### config.mk
export PLATFORM = sky130hd
export DESIGN_NAME = abs_cycle_seq
export DESIGN_NICKNAME = d
export VERILOG_FILES = /design/src/rtl/abs_seq_pkg.sv /design/src/rtl/abs_seq_dpath.sv /design/src/rtl/abs_seq_ctrl.sv /design/src/rtl/abs_cycle_seq.sv
export SDC_FILE = /design/constraint.sdc
export NUM_CORES = 1
export LEC_CHECK = 0
export BUFFER_PORTS_ARGS = -buffer_cell sky130_fd_sc_hd__buf_2
export CAP_MARGIN = 15
export CORE_ASPECT_RATIO = 1.2
export CORE_MARGIN = 8
export CORE_UTILIZATION = 45
export CTS_CLUSTER_DIAMETER = 100
export DETAILED_ROUTE_END_ITERATION = 12
export HOLD_SLACK_MARGIN = 0.08
export PLACE_DENSITY = 0.66
export SLEW_MARGIN = 20
export SYNTH_ARGS = -nofsm -noshare
export SYNTH_HDL_FRONTEND = slang
export SYNTH_SLANG_ARGS = --single-unit
### constraint.sdc
create_clock -name clk -period 4.53 [get_ports clk]
set_input_delay 0.6795 -clock clk [delete_from_list [all_inputs] [get_ports clk]]
set_output_delay 0.6795 -clock clk [all_outputs]
set_load 0.01 [all_outputs]
### src/rtl/abs_seq_pkg.sv
package abs_seq_pkg;

  localparam int BYTE_W = 8;
  localparam int ADDR_W = 2 * BYTE_W;

  typedef enum logic [2:0] {
    BK_OPCODE  = 3'd0,
    BK_OPERAND = 3'd1,
    BK_READ    = 3'd2,
    BK_WRITE   = 3'd3,
    BK_PUSH    = 3'd4,
    BK_IDLE    = 3'd5
  } busKind_e;

  typedef enum logic [2:0] {
    OC_NONE, OC_READ, OC_WRITE, OC_JMP, OC_JSR, OC_JMPIX
  } opClass_e;

  typedef enum logic [1:0] {A_PC, A_DATA, A_DATA1, A_SP} addrSel_e;

  typedef enum logic [2:0] {W_STORE_LO, W_STORE_HI, W_ZERO, W_PCH, W_PCL} wdSel_e;

  // strobes from control to datapath
  typedef struct packed {
    logic     pcInc;
    logic     pcLoadRd;
    logic     pcLoadAddr;
    logic     latchOpLo;
    logic     addrLoadAbs;
    logic     addrAddX;
    logic     bufLo;
    logic     bufHi;
    logic     spDec;
    addrSel_e addrSel;
    wdSel_e   wdSel;
  } strobes_t;

  localparam logic [BYTE_W-1:0] OP_STZ = 8'h9C;

  function automatic opClass_e classify(input logic [BYTE_W-1:0] op);
    case (op)
      8'h0D, 8'h2C, 8'h2D, 8'h4D, 8'h6D, 8'hCD,
      8'hED, 8'hAC, 8'hAD, 8'hAE, 8'hCC, 8'hEC: classify = OC_READ;
      8'h8C, 8'h8D, 8'h8E, 8'h9C:               classify = OC_WRITE;
      8'h4C:                                    classify = OC_JMP;
      8'h20:                                    classify = OC_JSR;
      8'h7C:                                    classify = OC_JMPIX;
      default:                                  classify = OC_NONE;
    endcase
  endfunction

endpackage

### src/rtl/abs_seq_dpath.sv
module abs_seq_dpath
  import abs_seq_pkg::*;
#(
  parameter logic [ADDR_W-1:0] RESET_PC  = 16'h4000,
  parameter logic [ADDR_W-1:0] STACK_TOP = 16'h01FF
) (
  input  logic                clk,
  input  logic                rstN,
  input  strobes_t            stb,
  input  logic [BYTE_W-1:0]   memRdata,
  input  logic [ADDR_W-1:0]   xIndex,
  input  logic [2*BYTE_W-1:0] storeData,
  output logic [ADDR_W-1:0]   memAddr,
  output logic [BYTE_W-1:0]   memWdata,
  output logic [2*BYTE_W-1:0] dataBuf
);

  logic [ADDR_W-1:0] pc;
  logic [ADDR_W-1:0] sp;
  logic [ADDR_W-1:0] dataAddr;
  logic [BYTE_W-1:0] opLo;

  always_ff @(posedge clk) begin
    if (!rstN) begin
      pc       <= RESET_PC;
      sp       <= STACK_TOP;
      dataAddr <= '0;
      opLo     <= '0;
      dataBuf  <= '0;
    end else begin
      if (stb.pcLoadRd)        pc <= {memRdata, opLo};
      else if (stb.pcLoadAddr) pc <= dataAddr;
      else if (stb.pcInc)      pc <= pc + ADDR_W'(1);

      if (stb.spDec)     sp   <= sp - ADDR_W'(1);
      if (stb.latchOpLo) opLo <= memRdata;

      if (stb.addrLoadAbs)   dataAddr <= {memRdata, opLo};
      else if (stb.addrAddX) dataAddr <= dataAddr + xIndex;

      if (stb.bufLo) dataBuf <= {{BYTE_W{1'b0}}, memRdata};
      if (stb.bufHi) dataBuf[2*BYTE_W-1:BYTE_W] <= memRdata;
    end
  end

  always_comb begin
    case (stb.addrSel)
      A_DATA:  memAddr = dataAddr;
      A_DATA1: memAddr = dataAddr + ADDR_W'(1);
      A_SP:    memAddr = sp;
      default: memAddr = pc;
    endcase
  end

  always_comb begin
    case (stb.wdSel)
      W_STORE_HI: memWdata = storeData[2*BYTE_W-1:BYTE_W];
      W_ZERO:     memWdata = '0;
      W_PCH:      memWdata = pc[ADDR_W-1:ADDR_W-BYTE_W];
      W_PCL:      memWdata = pc[BYTE_W-1:0];
      default:    memWdata = storeData[BYTE_W-1:0];
    endcase
  end

endmodule

### src/rtl/abs_seq_ctrl.sv
module abs_seq_ctrl
  import abs_seq_pkg::*;
(
  input  logic              clk,
  input  logic              rstN,
  input  logic [BYTE_W-1:0] memRdata,
  input  logic              wide,
  output strobes_t          stb,
  output busKind_e          busKind,
  output logic              memWe,
  output logic              sync,
  output logic              execValid,
  output logic [BYTE_W-1:0] opcode
);

  typedef enum logic [3:0] {
    S_FETCH, S_OPL, S_OPH, S_IO, S_DLO, S_DHI,
    S_PUSHH, S_PUSHL, S_INDL, S_INDH
  } state_e;

  state_e   state;
  state_e   stateNext;
  opClass_e cls;
  logic     wideQ;
  logic     execNext;
  logic     isStz;

  assign cls   = classify(opcode);
  assign isStz = (opcode == OP_STZ);

  always_comb begin
    stb       = '0;
    stateNext = state;
    busKind   = BK_IDLE;
    memWe     = 1'b0;
    sync      = 1'b0;
    execNext  = 1'b0;
    case (state)
      S_FETCH: begin
        busKind   = BK_OPCODE;
        sync      = 1'b1;
        stb.pcInc = 1'b1;
        stateNext = (classify(memRdata) == OC_NONE) ? S_FETCH : S_OPL;
      end
      S_OPL: begin
        busKind       = BK_OPERAND;
        stb.pcInc     = 1'b1;
        stb.latchOpLo = 1'b1;
        stateNext     = S_OPH;
      end
      S_OPH: begin
        busKind         = BK_OPERAND;
        stb.addrLoadAbs = 1'b1;
        case (cls)
          OC_READ, OC_WRITE: begin
            stb.pcInc = 1'b1;
            stateNext = S_DLO;
          end
          OC_JMP: begin
            stb.pcLoadRd = 1'b1;
            stateNext    = S_FETCH;
          end
          OC_JSR, OC_JMPIX: stateNext = S_IO;
          default:          stateNext = S_FETCH;
        endcase
      end
      S_IO: begin
        busKind = BK_IDLE;
        if (cls == OC_JMPIX) begin
          stb.addrAddX = 1'b1;
          stateNext    = S_INDL;
        end else begin
          stateNext = S_PUSHH;
        end
      end
      S_DLO: begin
        stb.addrSel = A_DATA;
        if (cls == OC_WRITE) begin
          busKind   = BK_WRITE;
          memWe     = 1'b1;
          stb.wdSel = isStz ? W_ZERO : W_STORE_LO;
        end else begin
          busKind   = BK_READ;
          stb.bufLo = 1'b1;
          execNext  = !wideQ;
        end
        stateNext = wideQ ? S_DHI : S_FETCH;
      end
      S_DHI: begin
        stb.addrSel = A_DATA1;
        if (cls == OC_WRITE) begin
          busKind   = BK_WRITE;
          memWe     = 1'b1;
          stb.wdSel = isStz ? W_ZERO : W_STORE_HI;
        end else begin
          busKind   = BK_READ;
          stb.bufHi = 1'b1;
          execNext  = 1'b1;
        end
        stateNext = S_FETCH;
      end
      S_PUSHH: begin
        busKind     = BK_PUSH;
        memWe       = 1'b1;
        stb.addrSel = A_SP;
        stb.wdSel   = W_PCH;
        stb.spDec   = 1'b1;
        stateNext   = S_PUSHL;
      end
      S_PUSHL: begin
        busKind        = BK_PUSH;
        memWe          = 1'b1;
        stb.addrSel    = A_SP;
        stb.wdSel      = W_PCL;
        stb.spDec      = 1'b1;
        stb.pcLoadAddr = 1'b1;
        stateNext      = S_FETCH;
      end
      S_INDL: begin
        busKind       = BK_READ;
        stb.addrSel   = A_DATA;
        stb.latchOpLo = 1'b1;
        stateNext     = S_INDH;
      end
      S_INDH: begin
        busKind      = BK_READ;
        stb.addrSel  = A_DATA1;
        stb.pcLoadRd = 1'b1;
        stateNext    = S_FETCH;
      end
      default: stateNext = S_FETCH;
    endcase
  end

  always_ff @(posedge clk) begin
    if (!rstN) begin
      state     <= S_FETCH;
      opcode    <= '0;
      wideQ     <= 1'b0;
      execValid <= 1'b0;
    end else begin
      state     <= stateNext;
      execValid <= execNext;
      if (state == S_FETCH) begin
        opcode <= memRdata;
        wideQ  <= wide;
      end
    end
  end

endmodule

### src/rtl/abs_cycle_seq.sv
module abs_cycle_seq
  import abs_seq_pkg::*;
#(
  parameter logic [15:0] RESET_PC  = 16'h4000,
  parameter logic [15:0] STACK_TOP = 16'h01FF
) (
  input  logic        clk,
  input  logic        rstN,
  input  logic        wide,
  input  logic [15:0] xIndex,
  input  logic [15:0] storeData,
  input  logic [7:0]  memRdata,
  output logic [15:0] memAddr,
  output logic [7:0]  memWdata,
  output logic        memWe,
  output logic        sync,
  output logic [2:0]  busKind,
  output logic        execValid,
  output logic [7:0]  execOpcode,
  output logic [15:0] execOperand
);

  strobes_t stb;
  busKind_e kindE;

  abs_seq_ctrl uCtrl (
    .clk       (clk),
    .rstN      (rstN),
    .memRdata  (memRdata),
    .wide      (wide),
    .stb       (stb),
    .busKind   (kindE),
    .memWe     (memWe),
    .sync      (sync),
    .execValid (execValid),
    .opcode    (execOpcode)
  );

  abs_seq_dpath #(
    .RESET_PC  (RESET_PC),
    .STACK_TOP (STACK_TOP)
  ) uDpath (
    .clk       (clk),
    .rstN      (rstN),
    .stb       (stb),
    .memRdata  (memRdata),
    .xIndex    (xIndex),
    .storeData (storeData),
    .memAddr   (memAddr),
    .memWdata  (memWdata),
    .dataBuf   (execOperand)
  );

  assign busKind = kindE;

endmodule

# Word level (Yosys, flattened, before mapping)
# Cells that the tools add are included.
[word_totals] register_bits=86 in_bits=43 word_cells=136 out_inout_bits=54
[op_classes] n_reduce_logical=20 add_sub_neg=4 muxes=43 n_eq_ne=59
[ops] op="$eq A8 B8 Y1 const B" count=22
[ops] op="$mux W16" count=6
[ops] op="$eq A8 B7 Y1 const B" count=8
[ops] op="$eq A8 B6 Y1 const B" count=6
[ops] op="$pmux W16 S3" count=1
[ops] op="$pmux W3 S5" count=3
[ops] op="$add A16 B1 Y16 const B" count=2
[ops] op="$pmux W8 S4" count=1
[ops] op="$pmux W4 S7" count=1
[ops] op="$reduce_or A12 Y1" count=2
[ops] op="$reduce_or A2 Y1" count=10
[ops] op="$add A16 B16 Y16" count=1
[ops] op="$eq A4 B3 Y1 const B" count=4
[ops] op="$eq A8 B4 Y1 const B" count=2
[ops] op="$mux W1" count=16
[ops] op="$sub A16 B1 Y16 const B" count=1
[ops] op="$eq A3 B2 Y1 const B" count=4
[ops] op="$mux W3" count=4
[ops] op="$pmux W3 S4" count=1
[ops] op="$eq A3 B3 Y1 const B" count=3
[ops] op="$eq A4 B2 Y1 const B" count=2
[ops] op="$eq A4 B4 Y1 const B" count=2
[ops] op="$mux W8" count=1
[ops] op="$pmux W1 S2" count=4
[ops] op="other kinds (14)" count=19

# Depth between registers and ports, before layout
# Gate-level depths: netlist of the first run.
[logic_depth] word_depth=10 depth_mapped=9 mapped_depth_nobuf=9

# By module
# From an unflattened synthesis of the first run, not the netlist that was laid out.
[hier_totals] hier_cells=786 hier_area_um2=6044.5
[modules_own_cells] mod="abs_seq_dpath" area_each_um2=4948.5 n_inst=1 cells_per_inst=642 seq_area_each_um2=1441.4
[modules_own_cells] mod="abs_seq_ctrl" area_each_um2=1096.1 n_inst=1 cells_per_inst=144 seq_area_each_um2=280.3

# Worst setup path before layout of the first run
# OpenSTA, ideal clock, no wires.
[synth_timing] path_kind="input to register" start="input xIndex[0]" end="register uDpath.dataAddr[14]" path_stages=9 n_path_buf=0 setup_slack_ns=1.861 setup_time_ns=0.125 required_ns=4.405 arrival_time_ns=2.544 path_cell_list="ha_1 inv_1 fa_1 nor2b_1 o22ai_1 a221o_1 a2111oi_0 or3_1 nand3_1"
[synth_via] elab_chain_cells=3
[synth_lines] element="from (decl)" line_no="abs_cycle_seq.sv:10" source="input logic [15:0] xIndex,"
[synth_lines] element="$add A16 B16 Y16" line_no="abs_seq_dpath.sv:39" source="else if (stb.addrAddX) dataAddr <= dataAddr + xIndex;"
[synth_lines] element="$mux W16" line_no="abs_seq_dpath.sv:39"
[synth_lines] element="$mux W16" line_no="abs_seq_dpath.sv:38" source="if (stb.addrLoadAbs) dataAddr <= {memRdata, opLo};"
[synth_lines] element="to (signal assigned)" line_no="abs_seq_dpath.sv:38"
[synth_lines] element="to (signal assigned)" line_no="abs_seq_dpath.sv:39"
[synth_lines] element="to (decl)" line_no="abs_seq_dpath.sv:20" source="logic [ADDR_W-1:0] dataAddr;"
# Every way passes these cells. The select of a mux whose other input is x is not followed.
# A chain may end at the register's enable or synchronous reset.

# Worst setup path in the final report of the first run
[layout_timing] start="register uCtrl.state[2]" end="output memWdata[1]"
[layout_via] elab_chain_cells=4 word_cells_on_any_way=10 classes_between="8 x eq/ne; 2 x mux"
[layout_lines] element="from (decl)" line_no="abs_seq_ctrl.sv:21" source="state_e state;"
[layout_lines] element="from (signal assigned)" line_no="abs_seq_ctrl.sv:142" source="state <= stateNext;"
[layout_lines] element="$eq A4 B3 Y1" line_no="abs_seq_ctrl.sv:38" source="case (state)"
[layout_lines] element="$pmux W3 S4 (*)" line_no="abs_seq_ctrl.sv:38"
[layout_lines] element="$eq A3 B3 Y1, or another cell as far along" line_no="abs_seq_dpath.sv:56" source="case (stb.wdSel)"
[layout_lines] element="$pmux W8 S4 (*)" line_no="abs_seq_dpath.sv:56"
[layout_lines] element="to (decl)" line_no="abs_cycle_seq.sv:14" source="output logic [7:0] memWdata,"
# Mark *: on every way between the ends. The rest lies on a longest branch, timed or not.

==> summary.txt, run 1 <==
Global route
  – Vias in the first global route: 5964
  – Tot GR Track Use: 0.234
  – Initial antenna violation count: 0
  – GR Overflow Total: 0
  – Global-route wire length before repair: 32200 µm
  – Largest net degree at the start of global routing: 36

Placed design
  – Placed insts: 1017
  – Hpwl dp: 15600 µm
  – Placer Congestion: 0.921
  – Port bufs: 96

Synthesis
  – Mean post-synth cell area: 7.55 µm²
  – Syn_nets: 862
  – Most numerous cell in the Yosys netlist: nand2_1
  – Multiplexer share of the synthesized area: 0.0535
  – Area fraction of the dominant cell type after synthesis: 0.285
  – Yosys cell types: 73
  – Synth Area in Compound Gates: 0.263
  – Syn Std Cell Area: 6040 µm²
  – Yosys warning total: 0
  – Post-Synth Simple-Gate Area: 0.260
  – Post-synth top cells: nand2_1, dfxtp_1, nor2_1
  – Largest family of logic cells by synthesized area: compound AO/OA/AOI/OAI gates
  – Flip-flop and latch count after synthesis: 86
  – Post-synth EDFFs: 0
  – Sequential area share after synthesis: 0.285
  – Top post-synthesis cells by area: dfxtp_1, nand2_1, a21oi_1, mux2i_1, nor2_1
  – Async set-reset flop share out of synthesis: 0
  – Ys flop type: dfxtp_1
  – Area leader, netlist: dfxtp_1
  – Adder-Cell Fraction of Synth Area: 0.0423
  – Cells after Synth: 800
  – Post-synthesis xor/xnor area fraction: 0.0464

Detailed routing
  – First-pass DRT Iterations: 5
  – Initial detailed-routing violation count: 615
  – Antenna-violating nets left: 0
  – Wire length per cell: 19.8 µm
  – # DRC: 0
  – Vias per cell: 6.15
  – Final WL: 20500 µm
  – Vias: 6348

Power
  – Sw Pwr: 483 µW
  – Int Power: 1230 µW
  – Gate power share: 0.099
  – Leakage: 0.00296 µW
  – Clock power frac: 0.436
  – PD cells: 248 nW/µm²
  – Worst VDD drop: 0.000193 V
  – Sw frac: 0.283
  – Seq pwr share: 0.465

Cells and area
  – Ant diodes: 0
  – Final non-filler cell total: 1033
  – Nets: 922
  – Fill cells: 1338
  – Area grow syn2layout: 14.0%
  – Post-layout util: 0.522
  – Share of cells above drive strength 1: 0.160

Setup path
  – CP Cell Sequence: nor2b_1 > nand2_1 > a2111oi_2 > a22oi_1 > a21oi_1 > buf_2
  – Crit Path Max Fanout: 25
  – R2r setup slk: 1.35 ns
  – Slowest stage delay, CP: 0.83 ns
  – CP Capture Type: output port
  – Slowest cell on the critical path: dfxtp_1
  – Data arrival time of the worst path: 3.16 ns
  – CP Class: reg2out
  – Startpoint types: register
  – Worst EP required: 3.85 ns

STA
  – Relative slew slack: 0.332
  – Fin Setup TNS: 0 ns
  – Worst slew pin tran: 1.00 ns
  – RSZ-0062 raised after global routing: false
  – Min Tclk post-route: 3.84 ns
  – Hold Slack: 0.495 ns
  – Clock Skews: 0.0113 ns
  – Fin crit share: 0.848
  – # setup viols final: 0
  – Hold Violations, Final: 0
  – Fmax achieved: 0.260 GHz
  – Final-report max-slew violation count: 0

Floorplan
  – Io pins: 97
  – Area of the core: 13200 µm²
  – Die area: 17400 µm²
  – Die X: 122 µm
  – Row count: 46
  – Initial core utilization: 0.458
  – Die Ht: 143 µm

Clocking
  – CTS tree: yes
  – Number of H-tree levels: 3
  – Clk sinks: 86
  – CTS Hold Bufs: 0
  – Postcts setup bufs: 0
  – Clock buffer depth: 2
  – Worst skew pair latency: 0.36 ns
  – Num CTS Buffers: 9
  – CTS root buffer: clkbuf_16
  – PostCTS Resize Cnt: 0
  – CTS clk-pin slew, worst paths: 0.07 ns

Job
  – Max cap viols: 0

Outcome
  – Outcome: completed

Min path
  – Worst Hold Class: reg2reg
[worst max-delay path: cells and delay by family, from the launching register on]
family	cells	cell delay [ns]
compound gates	3	1.21
simple gates	2	0.61
buf+inv	1	0.15
flops	1	0.83
[layer usage]
metal	wire length, µm	part of all wire	vias up	track usage
met5	0	0	-	0
met4	516	0.025	0	0.109
met3	1510	0.074	35	0.0439
met2	9700	0.47	271	0.382
met1	8730	0.43	2964	0.292
li1	-	-	3078	-
[flip-flops by register name, summed over array words and instances (netlist names)]
register	flops
uDpath.dataAddr	16
uDpath.dataBuf	16
uDpath.pc	16
uDpath.sp	16
uCtrl.opcode	8
uDpath.opLo	8
uCtrl.state	4
uCtrl.execValid	1
uCtrl.wideQ	1
[cells by family (layout without fill, tap and decap cells)]
kind of cell    Yosys count  count (layout)
compound gates          242             242
xor+xnor                 32              32
fa+ha+maj                20              20
buf+inv                  77             142
flops                    86              86
mux                      32              32
simple gates            311             311
[power by group through the flow]
stage	Clock [µW]	Sequential [µW]	Combinational, µW
after floorplan	0	797	115
final	746	794	169
after detailed placement	0	811	168
after CTS	757	793	169
after global placement	0	811	165
after global routing	786	796	187
[layout by cell type, fill, tap and decap left out, types with 18 or more instances in the layout]
| master | count |
|---|---|
| nand2_1 | 105 |
| buf_2 | 96 |
| dfxtp_1 | 86 |
| nor2_1 | 76 |
| a21oi_1 | 70 |
| o21ai_0 | 48 |
| mux2i_1 | 30 |
| a22oi_1 | 28 |
| xnor2_1 | 19 |
| inv_1 | 18 |
| ha_1 | 18 |
[stage by stage]
| stage | total power, µW | cell area, µm² | setup slack, ns |
|---|---|---|---|
| global route | 1770 | 6880 | 0.419 |
| floorplan | 912 | 6040 | 1.86 |
| finish | 1710 | 6880 | 0.687 |
| CTS | 1720 | 6880 | 0.742 |
| detailed placement | 979 | 6580 | 1.14 |
| global placement | 975 | 6580 | 1.27 |
[final timing paths]
kind,startpoint,end,cells past startpoint
worst min-delay path,uCtrl.wideQ,uCtrl.wideQ,2
worst max-delay path,uCtrl.state[2],memWdata[1],6
worst min register to register,uCtrl.wideQ,uCtrl.wideQ,2
worst max register to register,uCtrl.state[0],uDpath.dataAddr[15],6
[cell type report]
type | instances | area (µm²) | share of cell area
clock inverters | 7 | 75.1 | 0.0109
multi-input cells | 637 | 4020 | 0.583
flip-flops and latches | 86 | 1720 | 0.250
repair buffers | 107 | 563 | 0.0818
inverters | 19 | 71.3 | 0.0104
well taps | 168 | 210 | 0.0305
clock buffers | 9 | 225 | 0.0327
Note: power is estimated with default switching activity, not from simulation.
==> inputs of run 2 (changes only) <==
==> constraint.sdc (replaced) <==
create_clock -name clk -period 3.6 [get_ports clk]
set_input_delay 0.54 -clock clk [delete_from_list [all_inputs] [get_ports clk]]
set_output_delay 0.54 -clock clk [all_outputs]
set_load 0.01 [all_outputs]
==> summary.txt, run 2 (synthesized netlist as in run 1, its figures left out) <==
Detailed routing
  – Vias: 6456
  – Met3 Wirelength: 1550 µm
  – Wl on met1: 8470 µm
  – Vias per cell: 6.23
  – Metal2 WL: 9610 µm
  – Wire length per cell: 19.5 µm
  – Final WL: 20300 µm
  – Max layer used: met4
  – # DRC: 0
  – First-pass DRT Iterations: 5
  – Initial detailed-routing violation count: 512
  – Antenna-violating nets left: 0

Clocking
  – CTS Hold Bufs: 0
  – Number of H-tree levels: 3
  – Postcts setup bufs: 0
  – Clk sinks: 86
  – Worst skew pair latency: 0.35 ns
  – CTS tree: yes
  – Num CTS Buffers: 9
  – PostCTS Resize Cnt: 0
  – Clock buffer depth: 2
  – CTS clk-pin slew, worst paths: 0.07 ns
  – CTS root buffer: clkbuf_16

Setup path
  – CP Class: reg2out
  – CP Capture Type: output port
  – Worst R2R Start: uCtrl.state[3]
  – Startpoint types: register
  – Worst R2R End: uDpath.dataAddr[12]
  – Data arrival time of the worst path: 2.66 ns
  – Reg2reg path depth: 6
  – R2r setup slk: 0.81 ns
  – Worst EP required: 3.06 ns
  – Crit Path Max Fanout: 8

Power
  – Leakage: 0.00298 µW
  – Total Power Consumption: 2150 µW
  – Worst VDD drop: 0.000185 V
  – PD cells: 312 nW/µm²

Placed design
  – Port bufs: 96
  – Placer Congestion: 0.960
  – Hpwl dp: 15300 µm

STA
  – Fmax achieved: 0.312 GHz
  – Final-report max-slew violation count: 0
  – Fin crit share: 0.889
  – Hold Violations, Final: 0
  – Worst slew pin tran: 1.08 ns
  – RSZ-0062 raised after global routing: false
  – Fin Setup TNS: 0 ns
  – Min Tclk post-route: 3.20 ns
  – # setup viols final: 0
  – Relative slew slack: 0.280
  – Clock Skews: 0.00641 ns

Cells and area
  – Commonest non-fill, non-tap cell in the layout: nand2_1
  – Nets: 926
  – Ant diodes: 0
  – Multi-input logic area: 4020 µm²
  – Area grow syn2layout: 14.5%
  – Fill cells: 1295
  – Most frequent cells in the layout: nand2_1, buf_2, dfxtp_1
  – Share of cells above drive strength 1: 0.163
  – FF/Latch Area: 1720 µm²

Global route
  – Vias in the first global route: 6115
  – Largest net degree at the start of global routing: 36
  – Global-route wire length before repair: 32100 µm
  – Initial antenna violation count: 0
  – Tot GR Track Use: 0.229
  – GR Overflow Total: 0

Floorplan
  – Die Ht: 143 µm
  – Row count: 46
  – Io pins: 97
  – Initial core utilization: 0.458
  – Die area: 17400 µm²
  – Die X: 122 µm
  – Area of the core: 13200 µm²

Min path
  – Hold path start: wide
  – Hold EP: uCtrl.wideQ
  – Worst Hold Class: in2reg
  – Hold path depth: 3

Outcome
  – Outcome: completed

Job
  – Max cap viols: 0
==> run 2: cell types whose count changed in the layout (fill, tap and decap cells not counted), sizes merged <==
| cell | previous run | this run |
|---|---|---|
| buf | 107 | 111 |
==> run 2: how the worst max path moves through the flow <==
stage / slack (ns) / end / startpoint
CTS: 0.48 / memAddr[2] / uCtrl.state[3]
global route: 0.21 / memAddr[11] / uDpath.dataAddr[2]
floorplan: 1.07 / uDpath.dataAddr[14] / xIndex[0]
global placement: 0.77 / uDpath.dataAddr[14] / xIndex[0]
detailed placement: 0.75 / uDpath.dataAddr[14] / xIndex[0]
finish: 0.40 / memAddr[11] / uDpath.dataAddr[2]
==> run 2: critical path, stage by stage, from the launching register on <==
cell	delay (ns)
dfxtp_1	0.55
nand4_1	0.29
nor3_1	0.51
nand2_1	0.14
xnor2_1	0.16
a222oi_1	0.37
a21oi_1	0.12
buf_2	0.16
==> run 2: layout make-up <==
type / count / share of cell area
clock buffers: 9 / 0.0326
clock inverters: 7 / 0.0109
inverters: 19 / 0.0103
multi-input cells: 637 / 0.581
flip-flops and latches: 86 / 0.249
well taps: 168 / 0.0304
repair buffers: 111 / 0.0858
==> run 2: through the flow <==
| step | cell area (µm²) | hold WS, ns | setup slack, ns | util | std cells |
|---|---|---|---|---|---|
| 6_report | 6910 | 0.445 | 0.398 | 0.524 | 1037 |
| 5_1_grt | 6910 | 0.440 | 0.206 | 0.524 | 1037 |
| 4_1_cts | 6910 | 0.439 | 0.483 | 0.524 | 1037 |
| 3_5_place_dp | 6610 | 0.482 | 0.752 | 0.502 | 1021 |
| 3_3_place_gp | 6610 | 0.467 | 0.772 | 0.502 | 1021 |
| 2_1_floorplan | 6040 | 0.440 | 1.07 | - | 800 |
==> run 2: layer usage <==
| layer | global-route usage | up-vias |
|---|---|---|
| li1 | - | 3077 |
| met4 | 0.0963 | 0 |
| met3 | 0.0423 | 41 |
| met1 | 0.285 | 3063 |
| met2 | 0.379 | 275 |
| met5 | 0 | - |
==> run 2: report_power, final <==
part	internal, µW	total [µW]	switching, µW
Sequential	966	998	32.7
Combinational	87.1	214	127
Clock	491	941	450
